==> src/rtl/trig_seq_pkg.sv <==
package trig_seq_pkg;
    localparam int unsigned STAGES_PER_SEQ = 4;
    localparam int unsigned STAGE_W        = 2;

    typedef enum logic {
        COMB_AND = 1'b0,
        COMB_OR  = 1'b1
    } comb_e;
endpackage

==> src/rtl/trig_cfg_select.sv <==
module trig_cfg_select
    import trig_seq_pkg::*;
#(
    parameter int unsigned NUM_SEQ   = 4,
    parameter int unsigned NUM_MATCH = 8,
    parameter int unsigned CNT_W     = 16,
    localparam int unsigned SEQ_W    = $clog2(NUM_SEQ),
    localparam int unsigned NSTG     = NUM_SEQ * STAGES_PER_SEQ,
    localparam int unsigned IDX_W    = SEQ_W + STAGE_W
) (
    input  logic [NSTG*NUM_MATCH-1:0] cfg_mask,
    input  logic [NSTG-1:0]           cfg_mode,
    input  logic [NSTG*CNT_W-1:0]     cfg_count,
    input  logic [SEQ_W-1:0]          seq,
    input  logic [STAGE_W-1:0]        stage,
    output logic [NUM_MATCH-1:0]      sel_mask,
    output comb_e                     sel_mode,
    output logic [CNT_W-1:0]          sel_thr
);
    logic [NUM_MATCH-1:0] mask_arr [NSTG];
    logic [CNT_W-1:0]     cnt_arr  [NSTG];
    logic [IDX_W-1:0]     idx;

    for (genvar g = 0; g < NSTG; g++) begin : g_unpack
        assign mask_arr[g] = cfg_mask[g*NUM_MATCH +: NUM_MATCH];
        assign cnt_arr[g]  = cfg_count[g*CNT_W +: CNT_W];
    end

    assign idx      = {seq, stage};
    assign sel_mask = mask_arr[idx];
    assign sel_mode = comb_e'(cfg_mode[idx]);
    // A programmed count of zero is treated as one.
    assign sel_thr  = (cnt_arr[idx] == '0) ? CNT_W'(1) : cnt_arr[idx];
endmodule

==> src/rtl/trig_term_eval.sv <==
module trig_term_eval
    import trig_seq_pkg::*;
#(
    parameter int unsigned NUM_MATCH = 8
) (
    input  logic [NUM_MATCH-1:0] match_in,
    input  logic [NUM_MATCH-1:0] mask,
    input  comb_e                mode,
    output logic                 hit
);
    logic [NUM_MATCH-1:0] sel;

    always_comb begin
        sel = match_in & mask;
        if (mode == COMB_OR) hit = |sel;
        else                 hit = (sel == mask);
    end
endmodule

==> src/rtl/trig_seq_top.sv <==
module trig_seq_top
    import trig_seq_pkg::*;
#(
    parameter int unsigned NUM_SEQ   = 4,
    parameter int unsigned NUM_MATCH = 8,
    parameter int unsigned CNT_W     = 16,
    localparam int unsigned SEQ_W    = $clog2(NUM_SEQ),
    localparam int unsigned NSTG     = NUM_SEQ * STAGES_PER_SEQ
) (
    input  logic                      clk,
    input  logic                      rst_n,
    input  logic                      arm,
    input  logic                      sample_valid,
    input  logic [NUM_MATCH-1:0]      match_in,
    input  logic [NSTG*NUM_MATCH-1:0] cfg_mask,
    input  logic [NSTG-1:0]           cfg_mode,
    input  logic [NSTG*CNT_W-1:0]     cfg_count,
    input  logic [SEQ_W-1:0]          cfg_last_seq,
    output logic                      trigger,
    output logic                      busy,
    output logic [SEQ_W-1:0]          cur_seq,
    output logic [STAGE_W-1:0]        cur_stage
);
    localparam logic [STAGE_W-1:0] LAST_STAGE = STAGE_W'(STAGES_PER_SEQ - 1);

    typedef struct packed {
        logic               busy;
        logic               trig;
        logic [SEQ_W-1:0]   seq;
        logic [STAGE_W-1:0] stage;
        logic [CNT_W-1:0]   cnt;
    } state_t;

    state_t               st_d, st_q;
    logic [NUM_MATCH-1:0] sel_mask;
    comb_e                sel_mode;
    logic [CNT_W-1:0]     sel_thr;
    logic                 term_hit;
    logic [CNT_W:0]       cnt_inc;

    trig_cfg_select #(
        .NUM_SEQ   (NUM_SEQ),
        .NUM_MATCH (NUM_MATCH),
        .CNT_W     (CNT_W)
    ) u_cfg_sel (
        .cfg_mask  (cfg_mask),
        .cfg_mode  (cfg_mode),
        .cfg_count (cfg_count),
        .seq       (st_q.seq),
        .stage     (st_q.stage),
        .sel_mask  (sel_mask),
        .sel_mode  (sel_mode),
        .sel_thr   (sel_thr)
    );

    trig_term_eval #(
        .NUM_MATCH (NUM_MATCH)
    ) u_term (
        .match_in (match_in),
        .mask     (sel_mask),
        .mode     (sel_mode),
        .hit      (term_hit)
    );

    assign cnt_inc = {1'b0, st_q.cnt} + (CNT_W+1)'(1);

    always_comb begin
        st_d      = st_q;
        st_d.trig = 1'b0;
        if (arm) begin
            st_d.busy  = 1'b1;
            st_d.seq   = '0;
            st_d.stage = '0;
            st_d.cnt   = '0;
        end else if (st_q.busy && sample_valid && term_hit) begin
            if (cnt_inc >= {1'b0, sel_thr}) begin
                st_d.cnt = '0;
                if (st_q.stage == LAST_STAGE) begin
                    st_d.stage = '0;
                    if (st_q.seq == cfg_last_seq) begin
                        st_d.busy = 1'b0;
                        st_d.trig = 1'b1;
                        st_d.seq  = '0;
                    end else begin
                        st_d.seq = st_q.seq + SEQ_W'(1);
                    end
                end else begin
                    st_d.stage = st_q.stage + STAGE_W'(1);
                end
            end else begin
                st_d.cnt = cnt_inc[CNT_W-1:0];
            end
        end
    end

    always_ff @(posedge clk or negedge rst_n) begin
        if (!rst_n) st_q <= '0;
        else        st_q <= st_d;
    end

    assign trigger   = st_q.trig;
    assign busy      = st_q.busy;
    assign cur_seq   = st_q.seq;
    assign cur_stage = st_q.stage;

    assert_trig_pulse_R9: assert property (@(posedge clk) disable iff (!rst_n)
        trigger |=> !trigger);

    assert_trig_idle_R9: assert property (@(posedge clk) disable iff (!rst_n)
        trigger |-> (!busy && cur_seq == '0 && cur_stage == '0));

    assert_arm_restart_R2: assert property (@(posedge clk) disable iff (!rst_n)
        arm |=> (busy && cur_seq == '0 && cur_stage == '0 && st_q.cnt == '0));

    assert_invalid_hold_R5: assert property (@(posedge clk) disable iff (!rst_n)
        (busy && !sample_valid && !arm) |=>
            ($stable(cur_seq) && $stable(cur_stage) && $stable(st_q.cnt) && busy));

    assert_idle_hold_R5: assert property (@(posedge clk) disable iff (!rst_n)
        (!busy && !arm) |=> (!busy && !trigger && $stable(cur_stage) && $stable(cur_seq)));

    assert_cnt_step_R6: assert property (@(posedge clk) disable iff (!rst_n)
        !arm |=> (st_q.cnt == '0 || st_q.cnt == $past(st_q.cnt)
                  || st_q.cnt == $past(st_q.cnt) + CNT_W'(1)));
endmodule

==> config.mk <==
export PLATFORM = sky130hd
export DESIGN_NAME = trig_seq_top
export DESIGN_NICKNAME = d
export VERILOG_FILES = /design/src/rtl/trig_seq_pkg.sv /design/src/rtl/trig_cfg_select.sv /design/src/rtl/trig_term_eval.sv /design/src/rtl/trig_seq_top.sv
export SDC_FILE = /design/constraint.sdc
export NUM_CORES = 1
export LEC_CHECK = 0
export ABC_AREA = 0
export BUFFER_PORTS_ARGS = -buffer_cell sky130_fd_sc_hd__buf_4
export CAP_MARGIN = 20
export CORE_AREA = 5 5 159 161
export DETAILED_ROUTE_END_ITERATION = 12
export DIE_AREA = 0 0 164 166
export PLACE_DENSITY = 0.52
export SLEW_MARGIN = 20
export SYNTH_ARGS = -nofsm -noshare
export SYNTH_HDL_FRONTEND = slang
export SYNTH_SLANG_ARGS = --single-unit
==> constraint.sdc <==
create_clock -name clk -period 13.85 [get_ports clk]
set_clock_uncertainty 0.1 [all_clocks]
set_input_delay 2.0775 -clock clk [delete_from_list [all_inputs] [get_ports clk]]
set_output_delay 2.0775 -clock clk [all_outputs]
set_load 0.1 [all_outputs]
==> out/results.ini, run 1 <==
[setup_path]
critPathLaunchType=flop
cp_max_fo=70
cp-end-kind=flop
path_class=reg -> reg
critPathRequiredTime_ps=13900
crit_arrival_ps=5870

[floorplanning]
die_height_um=166
dieArea_um2=27220
io_pins=420
initial_core_util_pct=22.89
die_w_um=164
fp-row-count=57
core-area_um2=23820

[power]
power_density_nw_per_um2=32.35
power.total_mw=0.2871
cellLeakagePower_nw=3.796
irDropWorstVdd_mv=0.03601

[clocking]
cts_tree=yes
clk_pin_slew_ps=70
clk_latency_ps=260
cts_buffer_depth=2
cts_setup_buffers=0
root_buffer=clkbuf_16
post_cts_resized=0
hold_buffers=0
clock-sinks=22
cts_inserted_buffers=3
cts-htree-levels=1

[logic_synthesis]
syn_area_um2=5451
syn-mean-instance-area_um2=10.48
yosysSeqAreaShare_pct=10.10
synth_edf_count=0
synth_nets=952
ys_ff_latch=22
synth.largest_area_cell=mux4_2
synthCells=520
ys_top_cells_by_area=mux4_2, dfrtp_1, mux2i_1
synth_ff_type=dfrtp_1
async_flop_share_pct=100.0
netlist.area_leader.share_pct=41.73
ys_warn_count=0
ys_types=56

[outcome]
run_status=completed

[timing]
fin_setup_tns_ps=0
hold_viol=0
worst_pin_slew_ps=1063
setup_violations=0
timing.fmax_mhz=171.6
relSlewSlack_pct=29.10
fin_crit_ps=5828
period_share_pct=42.08
drv_slew=0
rsz0062_at_grt=false

[placement]
hpwl_um=25410
portBuffers=419
place_congestion=0.8825

[route]
vias_per_cell=5.115
routed_wl_um=29310
dr.pass1.iters=7
drc=0
avgRoutedWirePerCell_um=23.92
num_vias=6266
ant_nets=0
drt_iter0_drc=414

[grt]
antenna_found_initial=3
grt_first_pass_wirelength_um=42190
busiest_layer=met2
grt_overflow_total=0
use_met1_pct=26.91
grt_max_degree=71
met3_usage_pct=6.826
grt_pass1_vias=6729
use_met2_pct=34.62
track_usage_pct=20.49

[final_layout]
final_common_cell=buf_4
fin_util_pct=37.26
layout_common_cells=buf_4, mux4_2, nand2_1
fillCellCount=2482
multi_input_area_um2=4483
fin_nets=1332
drive_gt1_share_pct=60.62
syn2layout_area_growth_pct=62.82
seq_area_um2=559.3

[hold_path]
hold_path.class=reg -> reg

[flow_run]
max_cap_viol_count=0

-- power breakdown --
group / internal, mW / switching [mW]
registers: 0.0646 / 0.000539
logic: 0.104 / 0.0482
clock network: 0.0442 / 0.0257
-- through the flow --
step	instances	setup WS, ps	hold WS, ps	instance area [µm²]
finish	1225	8022	432.6	8876
global route	1223	7682	480.3	8871
CTS	1222	8015	432.7	8843
detailed placement	1218	7754	423.4	8755
global placement	1218	7805	420.9	8755
floorplan	520	8404	400.1	5451
-- registers in the layout (all words and copies together) (netlist names) --
| name | count |
|---|---|
| trigger | 1 |
| st_q | 16 |
| busy | 1 |
| cur_stage | 2 |
| cur_seq | 2 |
-- cells by family after synthesis --
kind of cell / share of synthesized area, %
adder cells (fa/ha/maj): 4.131
AO/OA/AOI/OAI: 12.39
multiplexers: 49.25
flip-flops: 10.10
XOR/XNOR: 2.571
AND/OR/NAND/NOR: 13.89
buffers and inverters: 7.666
-- worst paths after layout --
| path | from | slack [ps] | end | cells after the start |
|---|---|---|---|---|
| setup / recovery | cur_stage[1] | 8020 | cur_stage[1] | 15 |
| hold / removal | st_q[15] | 430 | st_q[15] | 2 |
| setup reg to reg | cur_stage[1] | 8020 | cur_stage[1] | 15 |
| hold reg to reg | st_q[15] | 430 | st_q[15] | 2 |
| max in group asynchronous | rst_n | 11760 | cur_stage[1] | 1 |
| min in group asynchronous | rst_n | 1610 | st_q[4] | 1 |
-- metal layers --
metal,share of wire (%),vias to the layer above
li1,-,2897
met1,40,3064
met2,49,285
met3,10,14
met4,0.51,6
met5,0.099,-
-- cell usage after synthesis (2+ instances only) --
library cell    n
and2_1          3
o2bb2ai_1       2
o31ai_1         7
nand4_1        14
ha_1           18
o311ai_0        2
clkbuf_1       18
o22ai_1         6
a311oi_1        3
mux2i_1        41
buf_4          10
a32oi_1         3
o211ai_1        5
a221oi_1        4
nand3_1        31
a21o_1          3
a31oi_1         3
xnor2_1         8
nor2b_1         2
a21oi_1        10
and3_1          3
a211oi_1        3
o21ai_0        11
nand2b_1        4
buf_2          13
buf_1           3
mux4_2        101
inv_2           3
inv_1          25
nand2_1        45
nor2_1         20
nor4_1         11
a32o_1          6
buf_6           8
nor4b_1         2
a31o_2          2
a22oi_1        11
dfrtp_1        22
nor3_1         10
xor2_1          8
-- final cells by class --
cell class / count / area share (%)
Antenna cell: 2 / 0.05639
Clock buffer: 4 / 1.001
Inverter: 29 / 1.226
Multi-Input combinational cell: 417 / 50.51
Sequential cell: 22 / 6.301
Tap cell: 324 / 4.567
Timing Repair Buffer: 427 / 36.34
-- critical path, stage by stage (launching register included) --
cell and delay, ps:
dfrtp_4 960, buf_4 870, mux4_2 430, mux4_2 530, inv_2 80, nand4_1 110, nor4_1 290, a31o_1 180
ha_1 210, nand2b_1 140, a211oi_1 220, o31ai_1 100, a22oi_1 180, nand3_1 500, and3_1 420, a31o_2 240
(Power assumes the default switching activity.)
==> run 2: changes to the inputs <==
--- a/config.mk
+++ b/config.mk
@@ -5,13 +5,13 @@
 export SDC_FILE = /design/constraint.sdc
 export NUM_CORES = 1
 export LEC_CHECK = 0
-export ABC_AREA = 0
+export ABC_AREA = 1
 export BUFFER_PORTS_ARGS = -buffer_cell sky130_fd_sc_hd__buf_4
 export CAP_MARGIN = 20
-export CORE_AREA = 5 5 159 161
+export CORE_AREA = 5 5 161 163
 export DETAILED_ROUTE_END_ITERATION = 12
-export DIE_AREA = 0 0 164 166
-export PLACE_DENSITY = 0.52
+export DIE_AREA = 0 0 166 168
+export PLACE_DENSITY = 0.54
 export SLEW_MARGIN = 20
 export SYNTH_ARGS = -nofsm -noshare
 export SYNTH_HDL_FRONTEND = slang
==> constraint.sdc (replaced) <==
create_clock -name clk -period 4.78 [get_ports clk]
set_clock_uncertainty 0.1 [all_clocks]
set_input_delay 0.717 -clock clk [delete_from_list [all_inputs] [get_ports clk]]
set_output_delay 0.717 -clock clk [all_outputs]
set_load 0.1 [all_outputs]
==> run 2 against run 1 <==
Against the previous run: power grew to 2.8 times the previous value; highest routed layer is now met4; area after synthesis up 7.0%; via count increased by 39%; clock power rose to 2.8 times the previous value; cell area increased by 3.9%; sequential share of layout area fell by 0.25 points; largest power group unchanged; setup slack worse by 7200 ps; non-clock buffer count up 6; cell count grew 50%; wire length rose by 12%.
==> out/results.ini, run 2 <==
[floorplanning]
die_w_um=166  ; +1.2%
initial_core_util_pct=24.12  ; +1.2 points
die_height_um=168  ; +1.2%
dieArea_um2=27890  ; +2.4%
fp-row-count=57  ; unchanged
core-area_um2=24180  ; +1.5%
io_pins=420  ; unchanged

[clocking]
cts_buffer_depth=2  ; unchanged
cts_setup_buffers=0  ; unchanged
clk_pin_slew_ps=60  ; about the same
clock-sinks=22  ; unchanged
cts_inserted_buffers=3  ; unchanged
cts-htree-levels=1  ; unchanged
hold_buffers=0  ; unchanged
cts_tree=yes
post_cts_resized=0  ; unchanged
root_buffer=clkbuf_16
clk_latency_ps=260  ; about the same

[route]
drc=0  ; unchanged
dr.pass1.iters=6  ; -1
drt_iter0_drc=596  ; +44%
vias_per_cell=4.738  ; -7.4%
ant_nets=0  ; unchanged
avgRoutedWirePerCell_um=17.86  ; -25%
num_vias=8728  ; +39%
routed_wl_um=32890  ; +12%

[logic_synthesis]
ys_warn_count=0  ; unchanged
synth.largest_area_cell=nand2_1
synthTopCellsByCount=nand2_1, nor2_1, o21ai_0
synth_nets=1593  ; +67%
ys_ff_latch=22  ; unchanged
yosysMostFrequentCell=nand2_1
synthCells=1161  ; +120%
syn-mean-instance-area_um2=5.023  ; -52%
netlist.area_leader.share_pct=22.98  ; -19 points
synth_ff_type=dfrtp_1
yosysSeqAreaShare_pct=9.440  ; -0.66 points
async_flop_share_pct=100.0  ; unchanged
ys_top_cells_by_area=nand2_1, nor2_1, o21ai_0
syn_area_um2=5832  ; +7.0%
ys_types=31  ; -45%
synth_edf_count=0  ; unchanged

[final_layout]
seq_area_um2=558.0  ; -0.22%
largest_register_ffs=16  ; unchanged
final_common_cell=buf_4
fin_nets=1950  ; +46%
final_area_um2=9226  ; +3.9%
layout_common_cells=buf_4, nand2_1, nor2_1
drive_gt1_share_pct=29.93  ; -31 points
fin_util_pct=38.16  ; +0.90 points
multi_input_area_um2=4375  ; -2.4%
fillCellCount=2796  ; +13%
stdcell_count=1842  ; +50%
syn2layout_area_growth_pct=58.21
largest_register=st_q

[power]
irDropWorstVdd_mv=0.08671  ; +140%
power_density_nw_per_um2=87.36  ; +170%
power.total_mw=0.8060  ; +180%
cellLeakagePower_nw=5.226  ; +38%

[grt]
grt_max_degree=212  ; +200%
antenna_found_initial=1  ; -2
grt_overflow_total=0  ; unchanged
track_usage_pct=22.04  ; +1.5 points
grt_pass1_vias=8848  ; +31%
grt_first_pass_wirelength_um=49790  ; +18%

[timing]
drv_slew=0  ; unchanged
timing.fmax_mhz=249.8  ; +46%
fin_crit_ps=4003  ; -1825 ps
hold_viol=0  ; unchanged
setup_violations=0  ; unchanged
period_share_pct=83.74  ; +42 points
worst_pin_slew_ps=857.1  ; -206.4 ps
relSlewSlack_pct=42.86  ; +14 points
rsz0062_at_grt=false
fin_setup_tns_ps=0  ; unchanged

[placement]
hpwl_um=26730  ; +5.2%
place_area_um2=9135  ; +4.3%
dp.cells=1837  ; +51%
portBuffers=419  ; unchanged
place_congestion=0.8957  ; +1.5%

[setup_path]
critPathRequiredTime_ps=4860  ; -9040 ps
path_class=reg -> reg
crit_arrival_ps=4080  ; -1790 ps
critPathLaunchType=flop
cp-end-kind=flop
cp_max_fo=57  ; -19%

[outcome]
run_status=completed

[flow_run]
max_cap_viol_count=0  ; unchanged

[hold_path]
hold_path.class=in -> async

-- run 2: changes by cell type after synthesis, moves of 11 or more --
| cell | before | now |
|---|---|---|
| mux4_2 | 101 | 0 |
| a22oi_1 | 11 | 0 |
| o22ai_1 | 6 | 64 |
| o21ai_0 | 11 | 134 |
| nand2_1 | 45 | 357 |
| o21ai_1 | 1 | 15 |
| mux2i_1 | 41 | 0 |
| nor2_1 | 20 | 190 |
| clkbuf_1 | 18 | 39 |
| inv_1 | 25 | 127 |
| nand3_1 | 31 | 61 |
| a22o_1 | 1 | 23 |
-- run 2: cells by family after synthesis --
kind of cell	synth area share, %
xor+xnor	1.952
buf+inv	15.79
flops	9.440
fa+ha+maj	3.862
compound gates	24.35
simple gates	44.60
-- run 2: report_power, final --
| part | switching (mW) | internal (mW) |
|---|---|---|
| logic | 0.153 | 0.271 |
| clock network | 0.0662 | 0.128 |
| registers | 0.00138 | 0.187 |
| total | 0.220 | 0.586 |
-- run 2: routing by layer --
metal | global-route usage, % | part of all wire, %
met1 | 26.50 | 41
met5 | 0 | 0
met4 | 5.022 | 2.0
met3 | 4.900 | 7.0
met2 | 40.15 | 49
-- run 2: through the flow --
stage                     hold slack (ps)  setup slack, ps
final                               243.7            777.3
after global routing                267.1            432.1
after CTS                           256.5            853.0
after detailed placement            403.9            876.2
after global placement              402.9            887.9
after floorplan                     321.4             1543
-- run 2: final timing paths --
path                               from      endpoint  slack, ps  depth (start not counted)
setup reg to reg           cur_stage[0]       st_q[8]        780                         18
hold reg to reg                 st_q[1]       st_q[1]        420                          2
min in group clk                st_q[1]       st_q[1]        420                          2
setup / recovery           cur_stage[0]       st_q[8]        780                         18
max in group asynchronous         rst_n  cur_stage[0]       4080                          1
hold / removal                    rst_n       trigger        240                          1
-- run 2: critical path, stage by stage, from the launching register on --
cell	delay [ps]
dfrtp_4	510
inv_6	300
buf_4	510
o21ai_0	140
o22ai_1	320
a22o_1	190
nor2_1	80
ha_1	320
nand2_1	90
o21ai_0	100
a21oi_1	130
nor2_1	60
nor2_1	90
nand3_1	180
nor2_1	170
inv_2	70
nor2_4	330
nand2_1	90
o21ai_0	90
-- run 2: area by class of cell --
type / count / area share (%)
clock buffer: 4 / 0.9628
timing repair buffer: 433 / 35.64
multi-input combinational: 924 / 47.42
inverter: 134 / 5.506
sequential: 22 / 6.048
tap: 324 / 4.394
antenna: 1 / 0.02712
